$ cat config.mk
export PLATFORM = sky130hd
export DESIGN_NAME = baud_tick_gen
export DESIGN_NICKNAME = d
export VERILOG_FILES = /design/src/rtl/baud_pkg.sv /design/src/rtl/baud_rate_reg.sv /design/src/rtl/baud_frac_div.sv /design/src/rtl/baud_tick_gen.sv
export SDC_FILE = /design/constraint.sdc
export NUM_CORES = 1
export LEC_CHECK = 0
export BUFFER_PORTS_ARGS = -buffer_cell sky130_fd_sc_hd__buf_2
export CAP_MARGIN = 0
export CELL_PAD_IN_SITES_DETAIL_PLACEMENT = 2
export CELL_PAD_IN_SITES_GLOBAL_PLACEMENT = 2
export CORE_MARGIN = 8
export CORE_UTILIZATION = 30
export CTS_CLUSTER_SIZE = 8
export DETAILED_ROUTE_END_ITERATION = 6
export PLACE_DENSITY_LB_ADDON = 0.1
export SETUP_SLACK_MARGIN = 0.1
export SLEW_MARGIN = 20
export SYNTH_ARGS = -nofsm -noshare
export SYNTH_HDL_FRONTEND = slang
export SYNTH_SLANG_ARGS = --single-unit
$ cat constraint.sdc
create_clock -name ref_clk -period 3.5 [get_ports ref_clk]
set_input_delay 0.35 -clock ref_clk [delete_from_list [all_inputs] [get_ports ref_clk]]
set_output_delay 0.35 -clock ref_clk [all_outputs]
set_load 0.03 [all_outputs]
$ cat src/rtl/baud_pkg.sv
package baud_pkg;

    parameter int CNT_W   = 6;
    parameter int PHASE_N = 3;

    typedef enum logic [2:0] {
        RATE_PASS  = 3'd0,
        RATE_DIV2  = 3'd1,
        RATE_DIV4  = 3'd2,
        RATE_DIV16_3 = 3'd3,
        RATE_DIV8  = 3'd4,
        RATE_DIV32_3 = 3'd5,
        RATE_DIV16 = 3'd6,
        RATE_DIV32 = 3'd7
    } rate_code_e;

    // interval length in reference cycles for a code and a phase of the 3-step cycle
    function automatic logic [CNT_W-1:0] interval_len(input rate_code_e code,
                                                      input logic [1:0] phase);
        logic [CNT_W-1:0] len;
        case (code)
            RATE_PASS:    len = CNT_W'(1);
            RATE_DIV2:    len = CNT_W'(2);
            RATE_DIV4:    len = CNT_W'(4);
            RATE_DIV16_3: len = (phase == 2'd2) ? CNT_W'(6) : CNT_W'(5);
            RATE_DIV8:    len = CNT_W'(8);
            RATE_DIV32_3: len = (phase == 2'd2) ? CNT_W'(10) : CNT_W'(11);
            RATE_DIV16:   len = CNT_W'(16);
            default:      len = CNT_W'(32);
        endcase
        return len;
    endfunction

endpackage

$ cat src/rtl/baud_rate_reg.sv
module baud_rate_reg
    import baud_pkg::*;
#(
    parameter int WORD_W  = 8,
    parameter int SEL_BIT = 7
) (
    input  logic              clk,
    input  logic              rst,
    input  logic              wr_i,
    input  logic [WORD_W-1:0] data_i,
    output rate_code_e        code_o,
    output logic              sel_o
);

    typedef struct packed {
        rate_code_e code;
        logic       sel;
    } reg_state_t;

    reg_state_t st_d, st_q;

    always_comb begin
        st_d = st_q;
        if (wr_i) begin
            st_d.code = rate_code_e'(data_i[2:0]);
            st_d.sel  = data_i[SEL_BIT];
        end
    end

    always_ff @(posedge clk or posedge rst) begin
        if (rst) begin
            st_q <= '{code: RATE_PASS, sel: 1'b0};
        end else begin
            st_q <= st_d;
        end
    end

    assign code_o = st_q.code;
    assign sel_o  = st_q.sel;

    AST_RATE_HOLD: assert property (@(posedge clk) disable iff (rst)
        !wr_i |=> ($stable(code_o) && $stable(sel_o)));

endmodule

$ cat src/rtl/baud_frac_div.sv
module baud_frac_div
    import baud_pkg::*;
(
    input  logic       clk,
    input  logic       rst,
    input  logic       load_i,
    input  rate_code_e load_code_i,
    input  rate_code_e code_i,
    output logic       tick_o,
    output logic       bclk_o
);

    typedef struct packed {
        logic [CNT_W-1:0] cnt;
        logic [1:0]       phase;
        logic             bclk;
    } div_state_t;

    div_state_t       st_d, st_q;
    rate_code_e       use_code;
    logic [CNT_W-1:0] first_len;
    logic [CNT_W-1:0] next_len;
    logic [1:0]       phase_nx;

    always_comb begin
        st_d      = st_q;
        first_len = interval_len(load_code_i, 2'd0);
        phase_nx  = (st_q.phase == 2'(PHASE_N - 1)) ? 2'd0 : st_q.phase + 2'd1;
        use_code  = code_i;
        if (load_i) begin
            use_code   = load_code_i;
            st_d.phase = 2'd0;
            st_d.cnt   = first_len - CNT_W'(1);
        end else if (st_q.cnt == '0) begin
            st_d.phase = phase_nx;
            st_d.cnt   = interval_len(code_i, phase_nx) - CNT_W'(1);
        end else begin
            st_d.cnt   = st_q.cnt - CNT_W'(1);
        end
        next_len  = interval_len(use_code, st_d.phase);
        st_d.bclk = (st_d.cnt >= (next_len >> 1));
    end

    always_ff @(posedge clk or posedge rst) begin
        if (rst) begin
            st_q <= '{cnt: '0, phase: 2'd0, bclk: 1'b1};
        end else begin
            st_q <= st_d;
        end
    end

    assign tick_o = (st_q.cnt == '0);
    assign bclk_o = st_q.bclk;

    AST_NO_RUNT: assert property (@(posedge clk) disable iff (rst)
        (load_i && first_len > CNT_W'(1)) |=> !tick_o);
    AST_TICK_ONE_WIDE: assert property (@(posedge clk) disable iff (rst)
        (tick_o && !load_i && code_i != RATE_PASS) |=> !tick_o);
    AST_PHASE_RANGE: assert property (@(posedge clk) disable iff (rst)
        st_q.phase < 2'(PHASE_N));
    AST_CNT_BOUND: assert property (@(posedge clk) disable iff (rst)
        st_q.cnt < CNT_W'(32));

endmodule

$ cat src/rtl/baud_tick_gen.sv
module baud_tick_gen
    import baud_pkg::*;
#(
    parameter int WORD_W  = 8,
    parameter int SEL_BIT = 7
) (
    input  logic              ref_clk,
    input  logic              rst,
    input  logic              rate_wr,
    input  logic [WORD_W-1:0] rate_data,
    output logic              tick16,
    output logic              clk_out
);

    rate_code_e code;
    logic       sel;
    logic       bclk;

    baud_rate_reg #(.WORD_W(WORD_W), .SEL_BIT(SEL_BIT)) u_rate (
        .clk    (ref_clk),
        .rst    (rst),
        .wr_i   (rate_wr),
        .data_i (rate_data),
        .code_o (code),
        .sel_o  (sel)
    );

    baud_frac_div u_div (
        .clk         (ref_clk),
        .rst         (rst),
        .load_i      (rate_wr),
        .load_code_i (rate_code_e'(rate_data[2:0])),
        .code_i      (code),
        .tick_o      (tick16),
        .bclk_o      (bclk)
    );

    assign clk_out = (sel && code != RATE_PASS) ? bclk : ref_clk;

    AST_PASS_EVERY: assert property (@(posedge ref_clk) disable iff (rst)
        (code == RATE_PASS) |-> tick16);

endmodule

==> results.yml, run 1 <==
worst_setup_path:
  path_buf_inv: 1
  cp_slowest_cell: "or4_4"
  worst-setup-path-type: "reg2reg"
  critPathLaunchType: "flop"
  cp-end-kind: "flop"
  slowest_delay_ns: 0.53
  crit_chain: "or4_4, or3_4, a32o_2, a31oi_4, inv_2, ha_4, a21boi_4, a31oi_2, o221ai_2, ha_1, o21ai_1, a21oi_1, or3_1"
  path_max_fanout: 3
  crit_required_ns: 3.81
  crit_family: "simple AND/OR/NAND/NOR gates"
  arrival_ns: 3.64
sta:
  hold_viol_final: 0
  worstMarginPinSlew_ns: 0.502
  min_period_ns: 3.32
  max_freq_mhz: 301
  fin_worst_hold_slack_ns: 0.197
  clock_skew_ns: 0.0106
  slew_headroom_pct: 66.5
  finalSetupViolCount: 0
  rsz0062_at_grt: "no"
  fin_crit_sh_pct: 94.9
  setup_tns_ns: 0
  fin_ws_ns: 0.178
  slew_viol_final: 0
route:
  vias_per_cell: 5.14
  drt_iter0_markers: 40
  ant_nets: 0
  drc_errors: 0
  firstDrtPassIters: 4
  wl_per_cell_um: 16.8
  vias: 905
  drt-total-wl_um: 2950
final_layout:
  nets: 150
  multiInputGateArea_sq_um: 628
  final_common_cell: "dfrtp_1"
  regArea_sq_um: 327
  stdcell_count: 176
  areaGrowthSynthToFinish_pct: 27.7
  final_cell_mix: "dfrtp_1 (12), nor2_1 (10), nand2_1 (10), buf_4 (10), a21oi_1 (9)"
  n_antenna_cell: 0
  drive_above_1_share_pct: 29.5
  fill_cells: 361
synthesis:
  ys_seq_elements: 13
  syn_inst: 112
  yosys.area.top_type: "dfrtp_1"
  synth.cell_area_sq_um: 955
  synthArstFlopShare_pct: 100
  ys_types: 36
  syn_avg_cell_area_sq_um: 8.52
  synth_edf_count: 0
  ys_top_cells_by_area: "dfrtp_1 (31%), ha_1 (7.9%), a21oi_1 (4.7%)"
  ys_seq_area_share_pct: 34.2
  synth_warnings: 0
  synth_ff_type: "dfrtp_1"
  netlist.area_leader.share_pct: 31.5
  synthesis.nets: 129
clock_tree:
  cts_tree: "done"
  cts.clk_slew.worst_paths_ns: 0.09
  clk_latency_ns: 0.39
global_routing:
  grt-ovfl-total: 0
  grt_pass1_wl_um: 4930
  grt_start_max_net_pins: 22
  grt_use_total_pct: 12.5
  grt_pass1_vias: 978
  grt_antenna_before_repair: 0
pwr:
  p_leak_nw: 0.552
  p_per_area_nw_per_um2: 549
  ir_drop_uv: 272
  finalPower_mw: 0.669
placement:
  dp_hpwl_um: 2270
  post-place-ws_ns: 0.0162
  io_buffers: 8
  gp_congestion: 0.883
  placed_cells: 163
floorplanning:
  dieArea_sq_um: 5240
  num_io_pins: 13
  rows: 20
  core_area_sq_um: 3050
  initial_core_util_pct: 31.3
  die_h_um: 72.4
  die_w_um: 72.4
outcome:
  run_status: "complete, no violations"
worst_hold_path:
  hold_class: "in2reg"
run:
  maxCapViolCount: 0
flip-flops by register name, summed over array words and instances (netlist names):
register and count:
u_div.bclk_o 1, u_div.st_q 8, u_rate.code_o 3, u_rate.sel_o 1
metal layers:
| layer | GRT usage, % | vias up | share of wire [%] | wire [um] |
|---|---|---|---|---|
| met2 | 20.4 | 12 | 49 | 1460 |
| met1 | 14.5 | 452 | 46 | 1350 |
| li1 | - | 435 | - | - |
| met5 | 0 | - | 0 | 0 |
| met3 | 2.89 | 6 | 2.7 | 80 |
| met4 | 7.56 | 0 | 2.1 | 63 |
where the power goes:
group          switching (mW)  internal (mW)  leakage, nW  total, mW
registers              0.0309          0.188        0.159      0.219
logic                   0.140          0.126        0.353      0.266
clock network          0.0890         0.0945       0.0392      0.183
total                   0.260          0.409        0.552      0.669
cell type report:
class,count,share of cell area (%)
clock inverter,1,0.411
timing repair buffer,18,9.86
multi-input combinational,84,51.5
clock buffer,7,4.11
inverter,9,2.77
sequential,13,26.8
tap,44,4.52
logic make-up (layout without fill, tap and decap cells):
kind of cell    after synthesis  in the layout  share of synthesized area (%)
buf+inv                      15             35                           6.03
fa+ha+maj                     6              6                           7.86
flops                        13             13                           34.2
compound gates               28             28                           20.6
xor+xnor                      4              4                           3.67
mux                           5              5                           5.50
simple gates                 41             41                           22.1
Yosys cell counts (2+ instances only):
cell type  instances
mux2_2             2
inv_1              9
ha_1               6
o21ai_0            5
nand2_1           10
nand2b_1           2
a31oi_1            2
a21boi_0           2
mux2i_1            3
dfrtp_1           12
xor2_1             2
nor2_1            10
a21oi_1            9
nor2b_1            2
or3_1              5
xnor2_1            2
and3_1             2
clkbuf_1           5
nor3b_1            3
nand3_1            3
per-stage QoR:
step                cell area (sq um)  utilization (%)
finish                           1220             39.9
global route                     1220             39.9
CTS                              1130             37.0
detailed placement               1060             34.8
global placement                 1060             34.8
floorplan                         955                -
path summary, 6_finish.rpt:
path | from | endpoint | slack [ns] | depth (start not counted)
worst max-delay path | u_div.st_q[7] | u_div.bclk_o | 0.18 | 13
worst min-delay path | rate_data[7] | u_rate.sel_o | 0.20 | 2
worst max register to register | u_div.st_q[7] | u_div.bclk_o | 0.18 | 13
worst min register to register | u_rate.sel_o | u_rate.sel_o | 0.53 | 1
max in group asynchronous | rst | u_div.bclk_o | 2.61 | 3
min in group asynchronous | rst | u_rate.code_o[1] | 0.53 | 3
repair_timing:
action | CTS | global route
gates resized for setup | 3 | 11
pin swaps | 3 | 8
setup buffers | 0 | 5
hold buffers | 1 | 0
endpoints found under the hold margin | 12 | 0
setup endpoints to repair | 1 | 1
No activity file was read; power rests on OpenSTA's default activity.
==> run 2: changes to the inputs <==
--- a/config.mk
+++ b/config.mk
@@ -6,14 +6,14 @@
 export NUM_CORES = 1
 export LEC_CHECK = 0
 export BUFFER_PORTS_ARGS = -buffer_cell sky130_fd_sc_hd__buf_2
-export CAP_MARGIN = 0
+export CAP_MARGIN = 30
 export CELL_PAD_IN_SITES_DETAIL_PLACEMENT = 2
 export CELL_PAD_IN_SITES_GLOBAL_PLACEMENT = 2
 export CORE_MARGIN = 8
 export CORE_UTILIZATION = 30
 export CTS_CLUSTER_SIZE = 8
 export DETAILED_ROUTE_END_ITERATION = 6
-export PLACE_DENSITY_LB_ADDON = 0.1
+export PLACE_DENSITY = 0.78
 export SETUP_SLACK_MARGIN = 0.1
 export SLEW_MARGIN = 20
 export SYNTH_ARGS = -nofsm -noshare
==> results.yml, run 2 (synthesis gave the netlist of run 1 again) <==
outcome:
  run_status: "complete, no violations"
worst_setup_path:
  r2r-start: "u_div.st_q[7]"
  r2r_slack_ns: 0.03
  critPathLaunchType: "flop"
  path_buf_inv: 1
  crit_required_ns: 3.84
  timing.rr.end: "u_div.bclk_o"
  crit_top_cell: "a31oi_4"
  worst-setup-path-type: "reg2reg"
  r2r.worst_path.cells: 13
  slowest_delay_ns: 0.58
  arrival_ns: 3.81
  path_max_fanout: 4
  crit_family: "simple AND/OR/NAND/NOR gates"
  cp_slowest_cell: "or4_4"
  critPathLaunch: "u_div.st_q[7]"
  cp-end-kind: "flop"
  crit_chain: "or4_4, or3_4, a32o_2, a31oi_4, inv_2, ha_4, a21boi_4, a31oi_4, o221ai_4, ha_1, o21ai_1, a21oi_1, or3_1"
pwr:
  pwr-share-comb_pct: 41.4
  p_leak_nw: 0.560
  power.switching_mw: 0.291
  ir_drop_uv: 270
  finalPower_mw: 0.710
  p_per_area_nw_per_um2: 570
  p_clk_share_pct: 27.9
  switching_share_pct: 41.0
  p_seq_share_pct: 30.8
  p_int_mw: 0.419
clock_tree:
  cts_tree: "done"
  cts.clk_slew.worst_paths_ns: 0.09
  clk_latency_ns: 0.42
sta:
  finalSetupViolCount: 0
  rsz0062_at_grt: "yes"
  min_period_ns: 3.47
  fin_worst_hold_slack_ns: 0.171
  fin_crit_sh_pct: 99.3
  setup_tns_ns: 0
  clock_skew_ns: 0.00320
  max_freq_mhz: 288
  hold_viol_final: 0
  worstMarginPinSlew_ns: 0.690
  slew_headroom_pct: 52.7
  slew_viol_final: 0
route:
  wl_per_cell_um: 18.6
  drt-total-wl_um: 3300
  drc_errors: 0
  drt_iter0_markers: 35
  vias: 911
  firstDrtPassIters: 4
  vias_per_cell: 5.15
  ant_nets: 0
final_layout:
  stdcell_count: 177
  nets: 151
  n_antenna_cell: 0
  largest_reg_flops: 8
  top_register: "u_div.st_q"
  final_cell_mix: "dfrtp_1 (12), buf_4 (11), nor2_1 (10), nand2_1 (10), a21oi_1 (9)"
  areaGrowthSynthToFinish_pct: 30.5
  post-route-util_pct: 40.8
  drive_above_1_share_pct: 30.1
  final_common_cell: "dfrtp_1"
global_routing:
  grt_use_total_pct: 14.0
  grt_antenna_before_repair: 0
  grt_pass1_vias: 1005
  grt-ovfl-total: 0
  grt_start_max_net_pins: 22
  grt_pass1_wl_um: 5400
floorplanning:
  rows: 20
  dieArea_sq_um: 5240
  die_h_um: 72.4
  initial_core_util_pct: 31.3
  num_io_pins: 13
  core_area_sq_um: 3050
  die_w_um: 72.4
placement:
  io_buffers: 8
  gp_congestion: 0.798
  placed_cells: 163
  dp_hpwl_um: 2310
run:
  maxCapViolCount: 0
worst_hold_path:
  min_to: "u_rate.sel_o"
  min_delay_path_depth: 2
  hold_start: "rate_data[7]"
  hold_class: "in2reg"
run 2: cell count changes in the layout (fill, tap and decap cells not counted):
cell / delta
buf_4: +1
o221ai_4: +1
a31oi_2: -1
o221ai_2: -1
a31oi_4: +1
run 2: worst max path at each step:
stage | to | cells past startpoint | slack, ns
finish | u_div.bclk_o | 13 | 0.03
global route | u_div.bclk_o | 13 | -0.09
CTS | u_div.bclk_o | 13 | 0.12
detailed placement | u_div.bclk_o | 13 | -0.05
global placement | u_div.bclk_o | 13 | 0.04
floorplan | u_div.bclk_o | 14 | 0.21
run 2: power by group through the flow:
stage                     clock, mW  combinational [mW]  sequential [mW]
after detailed placement     0.0399               0.221            0.221
after floorplan              0.0322               0.155            0.205
after CTS                     0.195               0.248            0.217
final                         0.198               0.294            0.219
after global placement       0.0399               0.203            0.217
after global routing          0.219               0.329            0.223
run 2: worst register-to-register path: stages (launching register included):
cell and delay (ns):
dfrtp_1 0.39, or4_4 0.58, or3_4 0.36, a32o_2 0.26
a31oi_4 0.19, inv_2 0.08, ha_4 0.18, a21boi_4 0.16
a31oi_4 0.22, o221ai_4 0.15, ha_1 0.33, o21ai_1 0.08
a21oi_1 0.05, or3_1 0.38
run 2: layout make-up:
class | instances | area [sq um]
clock buffer | 7 | 50.0
tap | 44 | 55.1
fill | 355 | 1810
sequential | 13 | 327
multi-input combinational | 84 | 648
inverter | 9 | 33.8
clock inverter | 1 | 5.00
timing repair buffer | 19 | 128
run 2: routing by layer:
layer	routed length, um	GRT usage [%]	vias to the layer above
met1	1390	14.9	440
met4	130	10.7	0
met5	0	0	-
met3	124	4.68	11
li1	-	-	438
met2	1660	22.4	22
run 2: repair_timing:
item	in CTS	in global routing
endpoints found under the hold margin	12	0
hold buffers	1	0
endpoints found under the setup margin	1	1
gates resized for setup	5	11
pin swaps	3	5
setup buffers	2	4
run 2: through the flow:
step | area [sq um] | worst slack, ns
after floorplan | 955 | 0.208
final | 1250 | 0.0256
after CTS | 1150 | 0.123
after detailed placement | 1060 | -0.0503
after global placement | 1060 | 0.0437
after global routing | 1250 | -0.0948
==> run 3: changes to the inputs <==
--- a/config.mk
+++ b/config.mk
@@ -10,10 +10,11 @@
 export CELL_PAD_IN_SITES_DETAIL_PLACEMENT = 2
 export CELL_PAD_IN_SITES_GLOBAL_PLACEMENT = 2
 export CORE_MARGIN = 8
-export CORE_UTILIZATION = 30
+export CORE_UTILIZATION = 32
+export CTS_BUF_LIST = sky130_fd_sc_hd__clkbuf_8
 export CTS_CLUSTER_SIZE = 8
 export DETAILED_ROUTE_END_ITERATION = 6
-export PLACE_DENSITY = 0.78
+export PLACE_DENSITY = 0.82
 export SETUP_SLACK_MARGIN = 0.1
 export SLEW_MARGIN = 20
 export SYNTH_ARGS = -nofsm -noshare
==> results.yml, run 3 (synthesis gave the netlist of run 1 again) <==
global_routing:
  grt-ovfl-total: 0
  grt_pass1_vias: 1014
  grt_pass1_wl_um: 4950
  grt_use_total_pct: 12.8
  grt_antenna_before_repair: 0
  grt_start_max_net_pins: 22
final_layout:
  top_register: "u_div.st_q"
  drive_above_1_share_pct: 27.9
  final_common_cell: "dfrtp_1"
  final_area_sq_um: 1210
  areaGrowthSynthToFinish_pct: 26.5
  largest_reg_flops: 8
  fill_cells: 338
  final_cell_mix: "dfrtp_1 (12), nor2_1 (10), nand2_1 (10), inv_1 (9), a21oi_1 (9)"
  n_antenna_cell: 0
  nets: 147
  stdcell_count: 162
clock_tree:
  clk_latency_ns: 0.35
  hold_buffers: 0
  cts_tree: "done"
  cts.clk_slew.worst_paths_ns: 0.06
route:
  firstDrtPassIters: 4
  wl_per_cell_um: 19.0
  ant_nets: 0
  vias_per_cell: 5.52
  vias: 895
  drc_errors: 0
  drt_iter0_markers: 41
  drt-total-wl_um: 3080
floorplanning:
  rows: 20
  core_area_sq_um: 2950
  die_h_um: 70.6
  num_io_pins: 13
  die_w_um: 70.6
  dieArea_sq_um: 4990
  initial_core_util_pct: 32.3
worst_setup_path:
  critPathLaunchType: "flop"
  crit_required_ns: 3.77
  cp-end-kind: "flop"
  cp_slowest_cell: "or4_4"
  slowest_delay_ns: 0.56
  cp-endpoint: "u_div.bclk_o"
  r2r_slack_ns: 0.11
  r2r.worst_path.cells: 13
  r2r-start: "u_div.st_q[7]"
  worst-setup-path-type: "reg2reg"
  crit_chain: "or4_4, or3_4, a32o_2, a31oi_4, inv_2, ha_4, a21boi_4, a31oi_2, o221ai_2, ha_1, o21ai_1, a21oi_1, or3_1"
  timing.rr.end: "u_div.bclk_o"
  critPathLaunch: "u_div.st_q[7]"
  path_max_fanout: 3
  arrival_ns: 3.66
pwr:
  p_leak_nw: 0.552
  finalPower_mw: 0.735
  p_per_area_nw_per_um2: 608
  ir_drop_uv: 268
sta:
  slew_headroom_pct: 65.0
  slew_viol_final: 0
  worstMarginPinSlew_ns: 0.525
  finalSetupViolCount: 0
  min_period_ns: 3.39
  rsz0062_at_grt: "yes"
  fin_crit_sh_pct: 96.9
  max_freq_mhz: 295
  clock_skew_ns: 0.00575
  hold_viol_final: 0
placement:
  placed_cells: 151
  dp_hpwl_um: 2290
  gp_congestion: 0.825
  io_buffers: 8
  place_area_sq_um: 1040
worst_hold_path:
  hold_class: "in2async"
run:
  maxCapViolCount: 0
outcome:
  run_status: "complete, no violations"
[run 3: cell count changes in the layout (fill, tap and decap cells not counted), sizes merged]
cell         delta
inv             +1
clkinv          -1
dlygate4sd3     -1
buf             -3
[run 3: layout make-up]
class                           instances  area (sq um)  area share (%)
Timing Repair Buffer                   15          95.1            7.88
Multi-Input combinational cell         84           619            51.3
Clock buffer                            7          87.6            7.25
Tap cell                               33          41.3            3.42
Sequential cell                        13           327            27.0
Inverter                                9          33.8            2.80
Clock inverter                          1          3.75           0.311
[run 3: repair_timing]
| item | in CTS | in global routing |
|---|---|---|
| setup buffers | 0 | 4 |
| resized for setup | 4 | 9 |
| setup endpoints to repair | 1 | 1 |
| pin swaps | 3 | 7 |
[run 3: how the worst min path moves through the flow]
stage | to | start | slack [ns]
6_report | u_rate.code_o[0] | rst | 0.03
5_1_grt | u_rate.sel_o | rst | 0.05
4_1_cts | u_rate.code_o[1] | rst | 0.04
3_5_place_dp | u_rate.code_o[2] | rst | 0.41
3_3_place_gp | u_rate.code_o[1] | rst | 0.38
2_1_floorplan | u_div.st_q[1] | rst | 0.23
[run 3: through the flow]
step	utilization (%)	worst slack, ns	setup TNS, ns	hold slack [ns]
floorplan	-	0.208	0	0.226
global placement	35.3	0.0725	0	0.380
detailed placement	35.3	-0.0372	-0.0372	0.412
CTS	38.5	0.116	0	0.0380
global route	40.9	-0.0415	-0.0415	0.0507
finish	40.9	0.107	0	0.0283
[run 3: where the power goes]
part	total, mW	switching [mW]	internal (mW)
combinational	0.255	0.140	0.115
clock	0.261	0.0961	0.164
sequential	0.219	0.0307	0.189
[run 3: layer usage]
layer  global-route usage [%]  wire [um]  vias to the layer above
li1                         -          -                      427
met1                     15.3       1390                      448
met2                     20.2       1580                       13
met3                     3.39         52                        7
met4                     7.39         59                        0
met5                        0          0                        -
[run 3: critical path, delay by kind of cell, from the launching register on]
| kind | cells | cell delay (ns) |
|---|---|---|
| adders and majority gates | 2 | 0.48 |
| AOI/OAI and AO/OA | 7 | 1.02 |
| buffers and inverters | 1 | 0.08 |
| and+or+nand+nor | 3 | 1.33 |
| DFF | 1 | 0.39 |
